<file path="src/rtl/ffseq_pkg.sv">
package ffseq_pkg;

  typedef enum logic [1:0] {
    ST_IDLE  = 2'd0,
    ST_ISSUE = 2'd1,
    ST_FIN   = 2'd2
  } seq_st_t;

  typedef enum logic [1:0] {
    AM_UNIT   = 2'd0,
    AM_STRIDE = 2'd1,
    AM_INDEX  = 2'd2
  } amode_t;

  // indexed selection is refused under fault-first and becomes strided
  function automatic amode_t resolve_mode(input logic ff, input logic [1:0] sel);
    if (sel[1]) return ff ? AM_STRIDE : AM_INDEX;
    return sel[0] ? AM_STRIDE : AM_UNIT;
  endfunction

  // true when two addresses lie in different 2^lg byte blocks
  function automatic logic blk_change(input logic [63:0] a, input logic [63:0] b,
                                      input int unsigned lg);
    return (a >> lg) != (b >> lg);
  endfunction

endpackage

</file>
<file path="src/rtl/ffseq_agen.sv">
module ffseq_agen #(
  parameter int AW = 32
) (
  input  logic          clk,
  input  logic          rst_n,
  input  logic          load,
  input  logic          adv,
  input  logic [AW-1:0] base,
  input  logic [AW-1:0] step,
  output logic [AW-1:0] cur,
  output logic [AW-1:0] nxt
);
  logic [AW-1:0] step_q;

  assign nxt = cur + step_q;

  always_ff @(posedge clk) begin
    if (!rst_n) begin
      cur    <= '0;
      step_q <= '0;
    end else if (load) begin
      cur    <= base;
      step_q <= step;
    end else if (adv) begin
      cur    <= nxt;
    end
  end
endmodule

</file>
<file path="src/rtl/ffseq_ctrl.sv">
module ffseq_ctrl
  import ffseq_pkg::*;
#(
  parameter int AW   = 32,
  parameter int VL_W = 7
) (
  input  logic            clk,
  input  logic            rst_n,
  input  logic            start,
  input  logic            ff_mode,
  input  logic            vert_mode,
  input  logic            min_ff,
  input  logic            align_en,
  input  logic [VL_W-1:0] vl_in,
  input  logic            rsp_valid,
  input  logic            rsp_fault,
  input  logic            cross_next,
  input  logic [AW-1:0]   cur_addr,
  output logic            accept,
  output logic            advance,
  output logic            busy,
  output logic            done,
  output logic [VL_W-1:0] idx,
  output logic [VL_W-1:0] vl_out,
  output logic            exc,
  output logic            unsup,
  output logic [AW-1:0]   exc_addr,
  output logic [VL_W-1:0] exc_idx,
  output logic            ev_trap,
  output logic            ev_cut,
  output logic            ev_last,
  output logic            ev_align
);
  seq_st_t         state;
  logic            ff_q, align_q;
  logic [VL_W-1:0] last_q;
  logic            resp_ok, resp_bad, no_work, finish;

  assign busy     = (state == ST_ISSUE);
  assign done     = (state == ST_FIN);
  assign accept   = start && !busy;
  assign no_work  = (ff_mode && vert_mode) || (vl_in == '0);

  assign resp_ok  = busy && rsp_valid && !rsp_fault;
  assign resp_bad = busy && rsp_valid && rsp_fault;
  assign ev_trap  = resp_bad && (!ff_q || idx == '0);
  assign ev_cut   = resp_bad && ff_q && idx != '0;
  assign ev_last  = resp_ok && ((idx + VL_W'(1)) == last_q);
  assign ev_align = resp_ok && !ev_last && ff_q && align_q && cross_next;
  assign advance  = resp_ok && !ev_last && !ev_align;
  assign finish   = ev_trap || ev_cut || ev_last || ev_align;

  always_ff @(posedge clk) begin
    if (!rst_n) begin
      state    <= ST_IDLE;
      ff_q     <= 1'b0;
      align_q  <= 1'b0;
      last_q   <= '0;
      idx      <= '0;
      vl_out   <= '0;
      exc      <= 1'b0;
      unsup    <= 1'b0;
      exc_addr <= '0;
      exc_idx  <= '0;
    end else if (accept) begin
      state    <= no_work ? ST_FIN : ST_ISSUE;
      ff_q     <= ff_mode;
      align_q  <= align_en;
      last_q   <= (ff_mode && min_ff) ? VL_W'(1) : vl_in;
      idx      <= '0;
      vl_out   <= vl_in;
      exc      <= 1'b0;
      unsup    <= ff_mode && vert_mode;
    end else begin
      if (busy && finish) state <= ST_FIN;
      else if (done)      state <= ST_IDLE;
      if (advance) idx <= idx + VL_W'(1);
      if (ev_cut)   vl_out <= idx;
      if (ev_last)  vl_out <= last_q;
      if (ev_align) vl_out <= idx + VL_W'(1);
      if (ev_trap) begin
        exc      <= 1'b1;
        exc_addr <= cur_addr;
        exc_idx  <= idx;
      end
    end
  end
endmodule

</file>
<file path="src/rtl/ffvec_ldst_seq.sv">
module ffvec_ldst_seq
  import ffseq_pkg::*;
#(
  parameter int AW       = 32,
  parameter int VL_W     = 7,
  parameter int ALIGN_LG = 6
) (
  input  logic            clk,
  input  logic            rst_n,
  input  logic            start,
  input  logic            ff_mode,
  input  logic            vert_mode,
  input  logic [1:0]      addr_sel,
  input  logic            min_ff,
  input  logic            align_en,
  input  logic [VL_W-1:0] vl_in,
  input  logic [AW-1:0]   base_addr,
  input  logic [AW-1:0]   stride,
  input  logic [7:0]      elem_bytes,
  input  logic [AW-1:0]   idx_off,
  output logic            req_valid,
  output logic [VL_W-1:0] req_idx,
  output logic [AW-1:0]   req_addr,
  input  logic            rsp_valid,
  input  logic            rsp_fault,
  output logic            busy,
  output logic            done,
  output logic [VL_W-1:0] vl_out,
  output logic            exc,
  output logic [AW-1:0]   exc_addr,
  output logic [VL_W-1:0] exc_idx,
  output logic            unsup
);
  amode_t        mode_now, mode_q;
  logic [AW-1:0] step_now, run_addr, run_next;
  logic          accept, advance, cross_next;
  logic          ev_trap, ev_cut, ev_last, ev_align;

  assign mode_now = resolve_mode(ff_mode, addr_sel);

  // indexed mode holds the running address at base (step 0)
  always_comb begin
    unique case (mode_now)
      AM_UNIT:   step_now = AW'(elem_bytes);
      AM_STRIDE: step_now = stride;
      default:   step_now = '0;
    endcase
  end

  always_ff @(posedge clk) begin
    if (!rst_n)      mode_q <= AM_UNIT;
    else if (accept) mode_q <= mode_now;
  end

  ffseq_agen #(.AW(AW)) u_agen (
    .clk  (clk),
    .rst_n(rst_n),
    .load (accept),
    .adv  (advance),
    .base (base_addr),
    .step (step_now),
    .cur  (run_addr),
    .nxt  (run_next)
  );

  assign req_addr   = (mode_q == AM_INDEX) ? run_addr + idx_off : run_addr;
  assign cross_next = blk_change(64'(run_addr), 64'(run_next), ALIGN_LG);
  assign req_valid  = busy;

  ffseq_ctrl #(.AW(AW), .VL_W(VL_W)) u_ctrl (
    .clk       (clk),
    .rst_n     (rst_n),
    .start     (start),
    .ff_mode   (ff_mode),
    .vert_mode (vert_mode),
    .min_ff    (min_ff),
    .align_en  (align_en),
    .vl_in     (vl_in),
    .rsp_valid (rsp_valid),
    .rsp_fault (rsp_fault),
    .cross_next(cross_next),
    .cur_addr  (req_addr),
    .accept    (accept),
    .advance   (advance),
    .busy      (busy),
    .done      (done),
    .idx       (req_idx),
    .vl_out    (vl_out),
    .exc       (exc),
    .unsup     (unsup),
    .exc_addr  (exc_addr),
    .exc_idx   (exc_idx),
    .ev_trap   (ev_trap),
    .ev_cut    (ev_cut),
    .ev_last   (ev_last),
    .ev_align  (ev_align)
  );
endmodule

</file>
<file path="config.mk">
export PLATFORM = sky130hd
export DESIGN_NAME = ffvec_ldst_seq
export DESIGN_NICKNAME = d
export VERILOG_FILES = /design/src/rtl/ffseq_pkg.sv /design/src/rtl/ffseq_agen.sv /design/src/rtl/ffseq_ctrl.sv /design/src/rtl/ffvec_ldst_seq.sv
export SDC_FILE = /design/constraint.sdc
export NUM_CORES = 1
export LEC_CHECK = 0
export BUFFER_PORTS_ARGS = -buffer_cell sky130_fd_sc_hd__buf_2
export CAP_MARGIN = 20
export CORE_MARGIN = 5
export CORE_UTILIZATION = 45
export DETAILED_ROUTE_END_ITERATION = 6
export PLACE_DENSITY = 0.73
export REMOVE_ABC_BUFFERS = 1
export SLEW_MARGIN = 5
export SYNTH_ARGS = -nofsm -noshare
export SYNTH_HDL_FRONTEND = slang
export SYNTH_HIERARCHICAL = 1
export SYNTH_SLANG_ARGS = --single-unit
</file>
<file path="constraint.sdc">
create_clock -name clk -period 6.4 [get_ports clk]
set_input_delay 0.64 -clock clk [delete_from_list [all_inputs] [get_ports clk]]
set_output_delay 0.64 -clock clk [all_outputs]
set_load 0.01 [all_outputs]
</file>
==> results of run 1 <==
## cell type report
cell class              instances  area (um^2)  share of cell area, %
inverters                      28          106                  0.870
multi-input cells            1106         7300                   59.7
repair buffers                221         1150                   9.42
clock buffers                  25          526                   4.30
clock inverters                 7          140                   1.15
well taps                     285          357                   2.92
flip-flops and latches        132         2640                   21.6
## worst paths after layout
check / startpoint / endpoint / slack [ps] / cells past startpoint
max: u_agen/cur[4] / u_agen/cur[29] / 1480 / 19
min: u_ctrl/exc_addr[12] / u_ctrl/exc_addr[12] / 450 / 2
min reg2reg: u_ctrl/exc_addr[12] / u_ctrl/exc_addr[12] / 450 / 2
max reg2reg: u_agen/cur[4] / u_agen/cur[29] / 1480 / 19
## registers in the layout, indices dropped and copies added, names as in the netlist
register         count
u_agen/cur          32
u_agen/step_q       32
u_ctrl/exc_addr     32
u_ctrl/exc_idx       7
u_ctrl/idx           7
u_ctrl/last_q        7
u_ctrl/vl_out        7
mode_q               2
u_ctrl/state         2
u_ctrl/align_q       1
u_ctrl/exc           1
u_ctrl/ff_q          1
u_ctrl/unsup         1
## power groups by stage
stage          Combinational, uW  Sequential (uW)  Clock [uW]
2_1_floorplan                474              912           0
4_1_cts                      684              910        1110
3_3_place_gp                 675              925           0
3_5_place_dp                 679              927           0
6_report                     693              911        1100
5_1_grt                      761              917        1160
## worst register-to-register path: cells and delay by family (launching register included)
kind | cells | cell delay, ps
xor+xnor | 2 | 490
fa+ha+maj | 1 | 420
simple gates | 8 | 1460
buf+inv | 1 | 430
flops | 1 | 370
compound gates | 7 | 1600
## Yosys cell counts (all sizes together), types with 11 or more instances
master  instances  area [um^2]
o21ai          86          449
inv            26         97.6
clkbuf         52          226
nand2         209          790
nand3          42          215
nor3b          16          120
o211ai         14          115
nor2           58          220
and2           11         72.6
nor3           25          148
xnor2          48          420
buf            23          134
a21o           32          244
dfxtp         132         2640
nor2b          64          400
xor2           38          333
and3           18          116
a21boi         21          158
nand4          17          113
ha             64          801
a21oi         127          643
mux2i          53          531
a211o          16          140
## routing by layer
metal / wire length (um) / share of wire (%) / vias up
met5: 0 / 0 / -
met1: 14500 / 44 / 4943
met4: 1260 / 3.8 / 0
met3: 2190 / 6.6 / 88
li1: - / - / 5165
met2: 15200 / 46 / 459
## logic make-up (layout without fill, tap and decap cells)
family | count (synthesis) | count (layout) | synth area share, %
compound gates | 402 | 402 | 25.8
xor+xnor | 86 | 86 | 7.24
fa+ha+maj | 66 | 66 | 8.08
buf+inv | 104 | 281 | 4.57
flops | 132 | 132 | 25.4
mux | 54 | 54 | 5.21
simple gates | 498 | 498 | 23.7
## per-stage QoR
step                worst slack (ps)  util [%]  hold WS (ps)  cell area [um^2]  power, uW
CTS                             1510      53.7           440             12200       2710
detailed placement              1550      50.8           444             11500       1610
finish                          1480      53.8           449             12200       2700
floorplan                        254         -           444             10000       1390
global route                    1080      53.8           442             12200       2830
global placement                1620      50.8           438             11500       1600
==> run summary, run 1 <==
The run finished with clean final reports. The relative slew slack was 41.7%; the number of core rows was 55. The half-perimeter wire length after detailed placement is 25800 um, and the count of nets left with antenna violations after detail routing is 0.

The start-to-end type of the worst setup path was flop to flop. The share of power burned in combinational logic is 25.6%, and the residual DRC count is 0. From synthesis to final layout, the design area changed by 17.5%.

For this run the aggregate overflow at the end of global routing stands at 0. Buffers inserted to repair hold after CTS numbered 0. The number of standard cells after synthesis is 1342. The run gives 52300 um as the first-pass GRT wire length. The die is 162 um wide.

For this configuration, the core starts out at a cell density of 45.8%. In this run the power density over the cells is 221 nW/um^2. Dividing the detail-routed wire length by the instance count gives 18.4 um. Dividing the detail-routed via count by the number of cells gives 5.91.

Count of buffers added by post-CTS timing repair for setup: 0. The region available for standard cell placement spans 22700 um^2. Data on the critical path arrives at its endpoint at 5200 ps. Across all layers, the routed design uses 10700 vias. For the final weighted congestion of routability-driven global placement, the log shows 1.03. The internal portion of the total power is 1870 uW. The synthesized design contains 0 enable-type register cells. Sequential cells were found to cover 25.4% of the synthesized design area. Timing would allow up to 0.203 GHz. The number of clock sinks is 132, and the fraction of final layout cells with drive strength greater than 1 is 19.7%. After layout, the worst path uses 76.8% of the clock period. For this run, asynchronously set or reset flops after synthesis account for 0%.

Number of global-route vias before repair: 10100. For the worst-skew pair, the clock arrives at the later sink with an insertion delay of 430 ps. The I/O pin count is 212. The switching share of total power came out at 30.9%. Leaving out fill and tap cells, the most frequent cell in the layout is sky130_fd_sc_hd__buf_2.

Setup violation total in the final timing report: 0. The run gives 2166 as the number of fill cells. Standard cell with the maximum stage delay on the critical path: sky130_fd_sc_hd__a211oi_1. Max-cap violations in this run came to 0.

The global routing stage identified its most utilized layer as met2. The warning count from the yosys run came out at 6. The analysis attributes to net switching a power of 835 uW.

Once layout is complete, the cells apart from fillers number 1804. Measured along the y axis, the die boundary spans 162 um. The classification of the worst-slack hold path is flop to flop. After detailed placement, the design holds a cell count of 1771. The tools report the number of distinct library cell variants in the gate-level netlist after synthesis as 89.

In the layout the commonest cells are 211 x sky130_fd_sc_hd__buf_2, 207 x sky130_fd_sc_hd__nand2_1, 132 x sky130_fd_sc_hd__dfxtp_1. IR analysis of the VDD net gives a maximum drop of 134 uV. For this block, the initial DRC count from the detailed router was 1164. TritonCTS built the clock tree.

The data required time at the worst endpoint was 6690 ps. The signal on the critical path passes through ha_1 > o211ai_1 > o21ai_2 > a41oi_1 > a211oi_1 > nor2_1 > xnor2_1 > xnor2_1 > nand4_1 > nor3_1 > nand4_1 > nand3_1 > nand2_1 > a21oi_4 > clkinv_1 > nand2_2 > nor3b_1 > a31oi_1 > o21ai_0. The static leakage was 0.00556 uW; the cell area after synthesis was 10400 um^2. For the initial antenna violation count, the log shows 0.

Share of power burned in the clock network: 40.7%. After synthesis the netlist holds a flip-flop and latch count of 132. The tools report the critical path launch point type as a flop. The largest single stage delay on the critical path is 480 ps. The worst clock skew is 10.8 ps, and the number of H-tree levels is 4. The count of nets after finishing was 1694.

Adding up every negative setup slack in the final design gives 0 ps. Input and output buffers added on the ports amount to 211. The antenna diode count was 0; the global-route track usage on met3 was 3.55%.

STA classifies the critical path endpoint as a flop. The routing usage on met1 is 32.3%. The clock transition at the registers of the reported paths is 60 ps, and the post-layout minimum cycle time is 4920 ps. The actual slew at the worst max-slew pin was 867 ps. Entering global routing, the biggest net connects 67 pins. The count of buffering cells on the critical path with inverters included was 1. For the die footprint, the log shows 26300 um^2.

The combined global-route utilization of all metal layers came out at 24.3%. Of all nets on the critical path, the largest fanout is 17. The total wirelength of the detailed-routed design is 33100 um. Grouping stages by cell kind, the critical path spends the most delay in compound AO/OA/AOI/OAI gates.

Buffers inserted during clock tree synthesis total 17. The maximum root-to-sink buffer count is 2. The synthesized area per cell came out at 7.75 um^2. Setup repair after global routing left no endpoint under its margin.

For met2 alone, demand over resource in global routing was 39.7%. The final number of hold-violating endpoints is 0. The first detailed-routing pass took 6 iterations.

For this run, the leading register cell type out of synthesis is sky130_fd_sc_hd__dfxtp_1. For the final max-slew violation count, the log shows 0. Sequential cells burn 33.7% of the power.

The tools report the library cell used as clock root buffer as sky130_fd_sc_hd__clkbuf_16. Once the clock tree was built, the resizer swapped 0 gates to a different size.
No activity file was read; power rests on OpenSTA's default activity.
==> inputs of run 2 (changes only) <==
Settings changed: PLACE_DENSITY 0.73 to 0.75.
Clock period 6.4 ns to 4 ns, I/O delays scaled along.
==> run summary, run 2 (synthesis results as in run 1) <==
The total wirelength of the detailed-routed design is 37600 um, and the portion of total power attributed to sequential cells is 31.2%. At the pin with the least slew margin, the transition time is 996 ps. First-pass iteration count of the detailed router: 7.

The area of the placeable core came out at 22700 um^2. Setup repair after global routing could not meet its margin everywhere. The run gives 1470 uW as the reported net switching power.

The worst hold path belongs to the class input pin to flop. The tools report the slack of the critical path as -227 ps. CTS placed an instance of sky130_fd_sc_hd__clkbuf_16 at the clock tree root.

The switching share of total power is 32.0%, and the clock latency of the later-clocked register in the worst-skew pair is 420 ps. In the final timing run, aggregate negative setup slack is -1920 ps. The post-synthesis to final-layout area growth was 33.9%; the data required time at the worst endpoint was 4280 ps.

The final number of hold-violating endpoints is 0, and the design internal power is 3130 uW. The initial cell density of the core was 45.8%. The tools report the initial antenna violation count as 0.

Among all stages on the critical path, the largest delay is contributed by sky130_fd_sc_hd__a211o_1. The worst hold path begins at base_addr[0]. Among cell families on the critical path, the largest total delay comes from simple AND/OR/NAND/NOR gates. Number of H-tree levels: 4. Clock tree synthesis found a total of 132 sinks. The launching point of the worst reg2reg path is u_agen/step_q[10]. The first global-routing pass estimated 56400 um of wire.

The power density relative to cell area came out at 331 nW/um^2. The quantity of I/O buffers inserted on ports was 211. The post-layout minimum cycle time came out at 4230 ps. Buffers inserted during clock tree synthesis total 17. Leaving out fill and tap cells, the most frequent cells in the layout are 211 x sky130_fd_sc_hd__buf_2, 201 x sky130_fd_sc_hd__nand2_1, 137 x sky130_fd_sc_hd__buf_4. Counting the fill cells in the layout gives 1975. Summing over every cut layer, the via total after detailed routing is 11600. The die footprint was 26300 um^2; the area taken by flip-flops and latches was 2660 um^2.

The setup violation total in the final timing report was 39. Global routing used 26.6% of the available tracks across all layers. The detail route stage leaves a number of antenna-violating nets equal to 0. In the final design database the tool counted 1834 nets. Summed over all cells, the static leakage comes to 0.00638 uW. Traced cell by cell, the critical path runs through ha_4 > nand3_1 > o22ai_1 > a41oi_2 > a211o_1 > and2_4 > o221a_2 > xnor2_1 > nand4_1 > nor3_2 > nand4_1 > nand3_2 > nand2_2 > a21oi_4 > buf_12 > inv_8 > or3_1 > mux2i_1 > nor3_1.

The number of global-route vias before repair came out at 11000. Dividing the detail-routed via count by the number of cells gives 5.99. The fraction of final layout cells with drive strength greater than 1 works out to 31.3%. In this run the tightest slew margin relative to its limit is 33.6%.

The logs give 0 for the final max-slew violation count and 0 for the max-capacitance violation count. 0 antenna diodes ended up in the layout. TritonCTS built the clock tree. The final weighted congestion of routability-driven global placement was 0.982; the footprint of the multi-input gates was 7840 um^2. Among the stages of the critical path, the cell type that occurs most often is sky130_fd_sc_hd__nand4_1. The final reports fail on design-rule violations, negative setup slack. The tools report the half-perimeter wire length after detailed placement as 27200 um. VDD sags by at most 229 uV.

The maximum fanout encountered on the critical timing path works out to 4. The start-to-end type of the worst setup path was flop to flop. STA classifies the critical path startpoint as a flop. The wire length per cell after detailed routing came out at 19.3 um.

The height of the die came out at 162 um. The share of total power dissipated in combinational logic is 30.5%. The die width came out at 162 um.

The logs give 7.73 ps for the worst clock skew and 1392 for the violation count after the first detailed-route iteration. The clock network is responsible for 38.3% of the overall power. For the maximum root-to-sink buffer count, the log shows 2.

The most frequent standard cell in the layout excluding fill and tap cells was sky130_fd_sc_hd__buf_2. In the routed design, unresolved DRC markers number 4. The largest single stage delay on the critical path is 400 ps. Cells fill 61.3% of the core in the end. Beginning of the critical path: u_agen/step_q[10].

Global routing finished with a remaining overflow of 0. After clock tree synthesis, the clock-pin slew on the worst setup and hold paths is 60 ps. The tools report the pin count of the biggest net entering global routing as 90. Counting both buffers and inverters, the worst setup path holds a total of 2. In this run the core area contains 55 standard-cell rows. The I/O pin count came out at 212.

The worst setup path is captured at a flop. Data on the critical path arrives at its endpoint at 4510 ps. The worst path uses 106% of the clock period. The flow ran to the end, but the final reports show violations. Derived from the worst setup path, the maximum achievable clock frequency is 0.237 GHz. The largest registers in the layout are u_agen/cur x32, u_agen/step_q x32, u_ctrl/exc_addr x32.
-- run 2: cell types whose count changed in the layout (fill, tap and decap cells not counted), moves of 7 or more --
cell / delta
sky130_fd_sc_hd__dfxtp_2: +7
sky130_fd_sc_hd__o21ai_0: -10
sky130_fd_sc_hd__ha_1: -7
sky130_fd_sc_hd__o21ai_1: +8
sky130_fd_sc_hd__buf_4: +128
sky130_fd_sc_hd__a21oi_2: +11
sky130_fd_sc_hd__dfxtp_1: -8
sky130_fd_sc_hd__a21oi_1: -11
-- run 2: power by group through the flow --
stage | Sequential (uW) | Combinational, uW | Clock [uW]
2_1_floorplan | 1460 | 758 | 0
3_3_place_gp | 1460 | 1240 | 0
3_5_place_dp | 1460 | 1260 | 0
4_1_cts | 1430 | 1290 | 1780
5_1_grt | 1440 | 1520 | 1840
6_report | 1440 | 1410 | 1760
-- run 2: final cells by class --
| type | count | area share (%) |
|---|---|---|
| well taps | 285 | 2.56 |
| flip-flops and latches | 132 | 19.1 |
| multi-input cells | 1106 | 56.3 |
| inverters | 28 | 0.817 |
| clock inverters | 12 | 1.46 |
| repair buffers | 361 | 16.6 |
| clock buffers | 20 | 3.28 |
-- run 2: final timing paths --
check / to / slack (ps) / cells past startpoint
worst max-delay path: u_agen/cur[18] / -230 / 19
worst min-delay path: u_agen/cur[0] / 220 / 2
worst max register to register: u_agen/cur[18] / -230 / 19
worst min register to register: u_ctrl/exc_addr[14] / 450 / 2
-- run 2: per-layer routing --
layer	part of all wire [%]	GRT usage (%)	routed length, um	up-vias
met5	0	0	0	-
met4	5.1	12.9	1900	0
met3	8.6	5.10	3250	139
met2	47	44.1	17700	626
met1	39	33.2	14800	5418
li1	-	-	-	5455
-- run 2: metrics by stage --
stage | setup WS (ps) | cell area [um^2] | total power [uW] | std cells | hold WS, ps
floorplan | -2150 | 10000 | 2220 | 1266 | 444
global placement | -63.4 | 12500 | 2690 | 1893 | 438
detailed placement | -153 | 12500 | 2710 | 1893 | 445
CTS | 1.77 | 13400 | 4500 | 1934 | 205
global route | -362 | 13900 | 4800 | 1944 | 209
finish | -227 | 13900 | 4610 | 1944 | 221
-- run 2: repair_timing --
action                                  4_1_cts  5_1_grt
endpoints found under the setup margin       40       52
gates cloned                                  2        1
resized for setup                            22      105
setup buffers                                 7       11
pin swaps                                    15       58
hold buffers                                  0        0
==> inputs of run 3 (changes only) <==
Settings changed: PLACE_DENSITY 0.75 to 0.76, SYNTH_HIERARCHICAL 1 to default.
==> run summary, run 3 <==
Along the worst path, the maximum fanout reaches 9. In the post-synthesis netlist, the biggest area contributors are sky130_fd_sc_hd__dfxtp_1 28%, sky130_fd_sc_hd__ha_1 8.6%, sky130_fd_sc_hd__nand2_1 8.2%. The library cell used most frequently in the layout, excluding fill and tap cells, is sky130_fd_sc_hd__buf_2. In this run the power density over the cells is 332 nW/um^2. The wire-length estimate of the detail-placed layout is 24300 um. Max-cap violations in this run came to 0. The height of the die was 154 um.

Most instantiated flip-flop cell in the synthesis netlist: sky130_fd_sc_hd__dfxtp_1. The register bit total from synthesis came out at 132. At the worst endpoint, the required time is 4350 ps. Setup violations remaining at the end of the flow were counted as 0. The sum of internal, switching and leakage power was 4130 uW; the wire length per cell after detailed routing was 18.4 um.

The number of global-route vias before repair was 9849. The final max-slew violation count is 0, and the number of flops mapped to enable cells by yosys is 0. Wires add up to 33000 um.

In the routed layout, each cell is associated on average with a via count of 5.78. The logs give 52 for the number of core rows and 0.939 for the final weighted congestion of routability-driven global placement. The tools report the arrival time reported for the critical path endpoint as 4280 ps. The largest registers in the layout are u_agen.cur x32, u_agen.step_q x32, u_ctrl.exc_addr x32.

The number of cells on the worst reg-to-reg path came out at 17. The tree built by TritonCTS fans out to 132 sinks. For the finished layout, the period the worst path requires is 3930 ps.

For the TritonCTS buffer count, the log shows 17. The residual DRC count is 0, and the period utilization is 98.2%. The initial antenna violation count was 1; the quantity of hold-fixing buffers added after cts was 0.

The cell with the most instances after synthesis was sky130_fd_sc_hd__nand2_1. The run gives 53 as the pin count of the biggest net entering global routing. The final number of hold-violating endpoints is 0. For the post-synthesis sequential area ratio, the log shows 28.4%. The worst setup path is captured at a flop. Input and output buffers added on the ports amount to 211. The first global-routing pass estimated 50700 um of wire.

The top cell type's share of synthesized area was 28.4%; the static leakage was 0.00557 uW. The first-pass iteration count of the detailed router came out at 5. Of the cells placed in the final design, the portion with a size suffix greater than 1 is 30.1%. The die width is 154 um. The fraction of the core area covered by cells at the end of the flow is 61.2%, and the clock transition at the registers of the reported paths is 60 ps. Count of nets after finishing: 1700.

Between clock sinks in the finished design, the worst skew comes to 9.36 ps. The tools report the clock latency of the later-clocked register in the worst-skew pair as 430 ps. In this run the cell area of the synthesized design comes to 9290 um^2. The min-delay analysis places its worst path in the category input pin to flop.

The clock passes through at most 2 buffers. The commonest cells after synthesis are 203 x sky130_fd_sc_hd__nand2_1, 139 x sky130_fd_sc_hd__a21oi_1, 132 x sky130_fd_sc_hd__dfxtp_1. Synthesis instantiated 80 different standard cells from the library.

From synthesis to final layout, the design area changed by 33.7%. The tightest hold path in the finished design has a slack of 173 ps. The tools report the library cell used as clock root buffer as sky130_fd_sc_hd__clkbuf_16. The vias after detailed routing was 10400.

In the global route stage, overall resource usage came out at 26.2%. Counting flops with an async set or reset pin after synthesis yields a share of 0%. At the pin with the least slew margin, the transition time is 988 ps. The leftover overflow at the end of global routing was 0.

The library cells used most frequently in the layout, excluding fill and tap cells, are 211 x sky130_fd_sc_hd__buf_2, 203 x sky130_fd_sc_hd__nand2_1, 130 x sky130_fd_sc_hd__a21oi_1. 212 I/O pins were placed. The worst hold path passes through 2 cells. For the number of standard cells after synthesis, the log shows 1216. Across the VDD grid, the largest voltage drop is 288 uV.

The detailed router finished its first iteration with 851 violations. In this run the mean area of a mapped cell was 7.64 um^2. sky130_fd_sc_hd__dfxtp_1 takes more of the synthesized area than any other cell. The run finished with clean final reports. Headroom to the max-slew limit came out at 34.2%.

The die covers 23600 um^2. CTS built an H-tree with a depth of 4. The initial cell density of the core was 45.8%.

The critical path is of the flop to flop type. The layout has 1847 filler cells. Setup repair after global routing could not meet its margin everywhere. The logs give 0 for the count of nets left with antenna violations after detail routing and 20300 um^2 for the area of the placeable core. Derived from the worst setup path, the maximum achievable clock frequency is 0.255 GHz.

STA classifies the critical path startpoint as a flop. TritonCTS built the clock tree. The tools report the warning count from the yosys run as 0.
==> run 3: changes by cell type after synthesis, sizes merged, moves of 14 or more <==
cell and delta:
a22o +30, a21boi -19, a22oi +21, a211o -16
nor2b -55, nor3b -16, nor2 +14, mux2i -50
a21oi +14, nand3 -27
==> run 3: repair_timing <==
| action | CTS | global route |
|---|---|---|
| pin swaps | 6 | 37 |
| gates resized for setup | 20 | 60 |
| setup buffers | 1 | 6 |
| setup endpoints to repair | 31 | 56 |
| hold endpoints to repair | 0 | 0 |
==> run 3: final cells by class <==
| cell class | instances | area (um^2) | share of cell area, % |
|---|---|---|---|
| diodes | 1 | 2.50 | 0.0201 |
| clock buffers | 17 | 425 | 3.42 |
| clock inverters | 15 | 138 | 1.11 |
| inverters | 36 | 135 | 1.09 |
| multi-input cells | 980 | 6600 | 53.1 |
| flip-flops and latches | 132 | 2650 | 21.3 |
| well taps | 270 | 338 | 2.72 |
| repair buffers | 345 | 2140 | 17.2 |
==> run 3: cells by family after synthesis <==
group / after synthesis / synth area share (%)
flip-flops: 132 / 28.4
AO/OA/AOI/OAI: 420 / 29.7
buffers and inverters: 104 / 4.70
adder cells (fa/ha/maj): 66 / 9.05
XOR/XNOR: 87 / 8.20
AND/OR/NAND/NOR: 402 / 19.4
multiplexers: 5 / 0.565
==> run 3: worst paths after layout <==
kind                                   startpoint           endpoint  slack, ps
worst max-delay path             u_agen.step_q[0]      u_ctrl.idx[4]         70
worst min register to register  u_ctrl.exc_idx[2]  u_ctrl.exc_idx[2]        450
worst min-delay path                   stride[14]  u_agen.step_q[14]        170
worst max register to register   u_agen.step_q[0]      u_ctrl.idx[4]         70
==> run 3: through the flow <==
step                cell area [um^2]  setup TNS, ps  cells  setup WS (ps)
floorplan                       8990          -6220   1148           -178
global placement               11400          -3.60   1756          -3.60
detailed placement             11400           -205   1756          -58.8
CTS                            12100              0   1789         0.0295
global route                   12400           -843   1796          -84.5
finish                         12400              0   1796           71.6
==> run 3: layer usage <==
layer  global-route usage (%)  share of wire (%)  vias up
met5                        0                  0        -
met3                     5.71                7.7       79
met2                     43.2                 47      458
met4                     9.38                3.1        0
met1                     33.8                 42     4813
li1                         -                  -     5022
==> run 3: report_power, final <==
part,switching (uW),internal (uW)
Sequential,47.8,1380
Combinational,655,516
Clock,711,821
Total,1410,2720
==> run 3: critical path, cell delays in order (launching register included) <==
cell and delay [ps]:
sky130_fd_sc_hd__dfxtp_1 360, sky130_fd_sc_hd__ha_2 220, sky130_fd_sc_hd__inv_1 60, sky130_fd_sc_hd__fa_2 360
sky130_fd_sc_hd__nand2b_4 170, sky130_fd_sc_hd__a21oi_4 230, sky130_fd_sc_hd__o21ai_4 120, sky130_fd_sc_hd__o21bai_4 170
sky130_fd_sc_hd__mux2i_1 130, sky130_fd_sc_hd__or4_4 490, sky130_fd_sc_hd__nor4_2 120, sky130_fd_sc_hd__and3_1 190
sky130_fd_sc_hd__nand4_1 150, sky130_fd_sc_hd__o21ai_2 320, sky130_fd_sc_hd__nand2_1 130, sky130_fd_sc_hd__buf_4 180
sky130_fd_sc_hd__or3_1 300, sky130_fd_sc_hd__a21oi_1 140
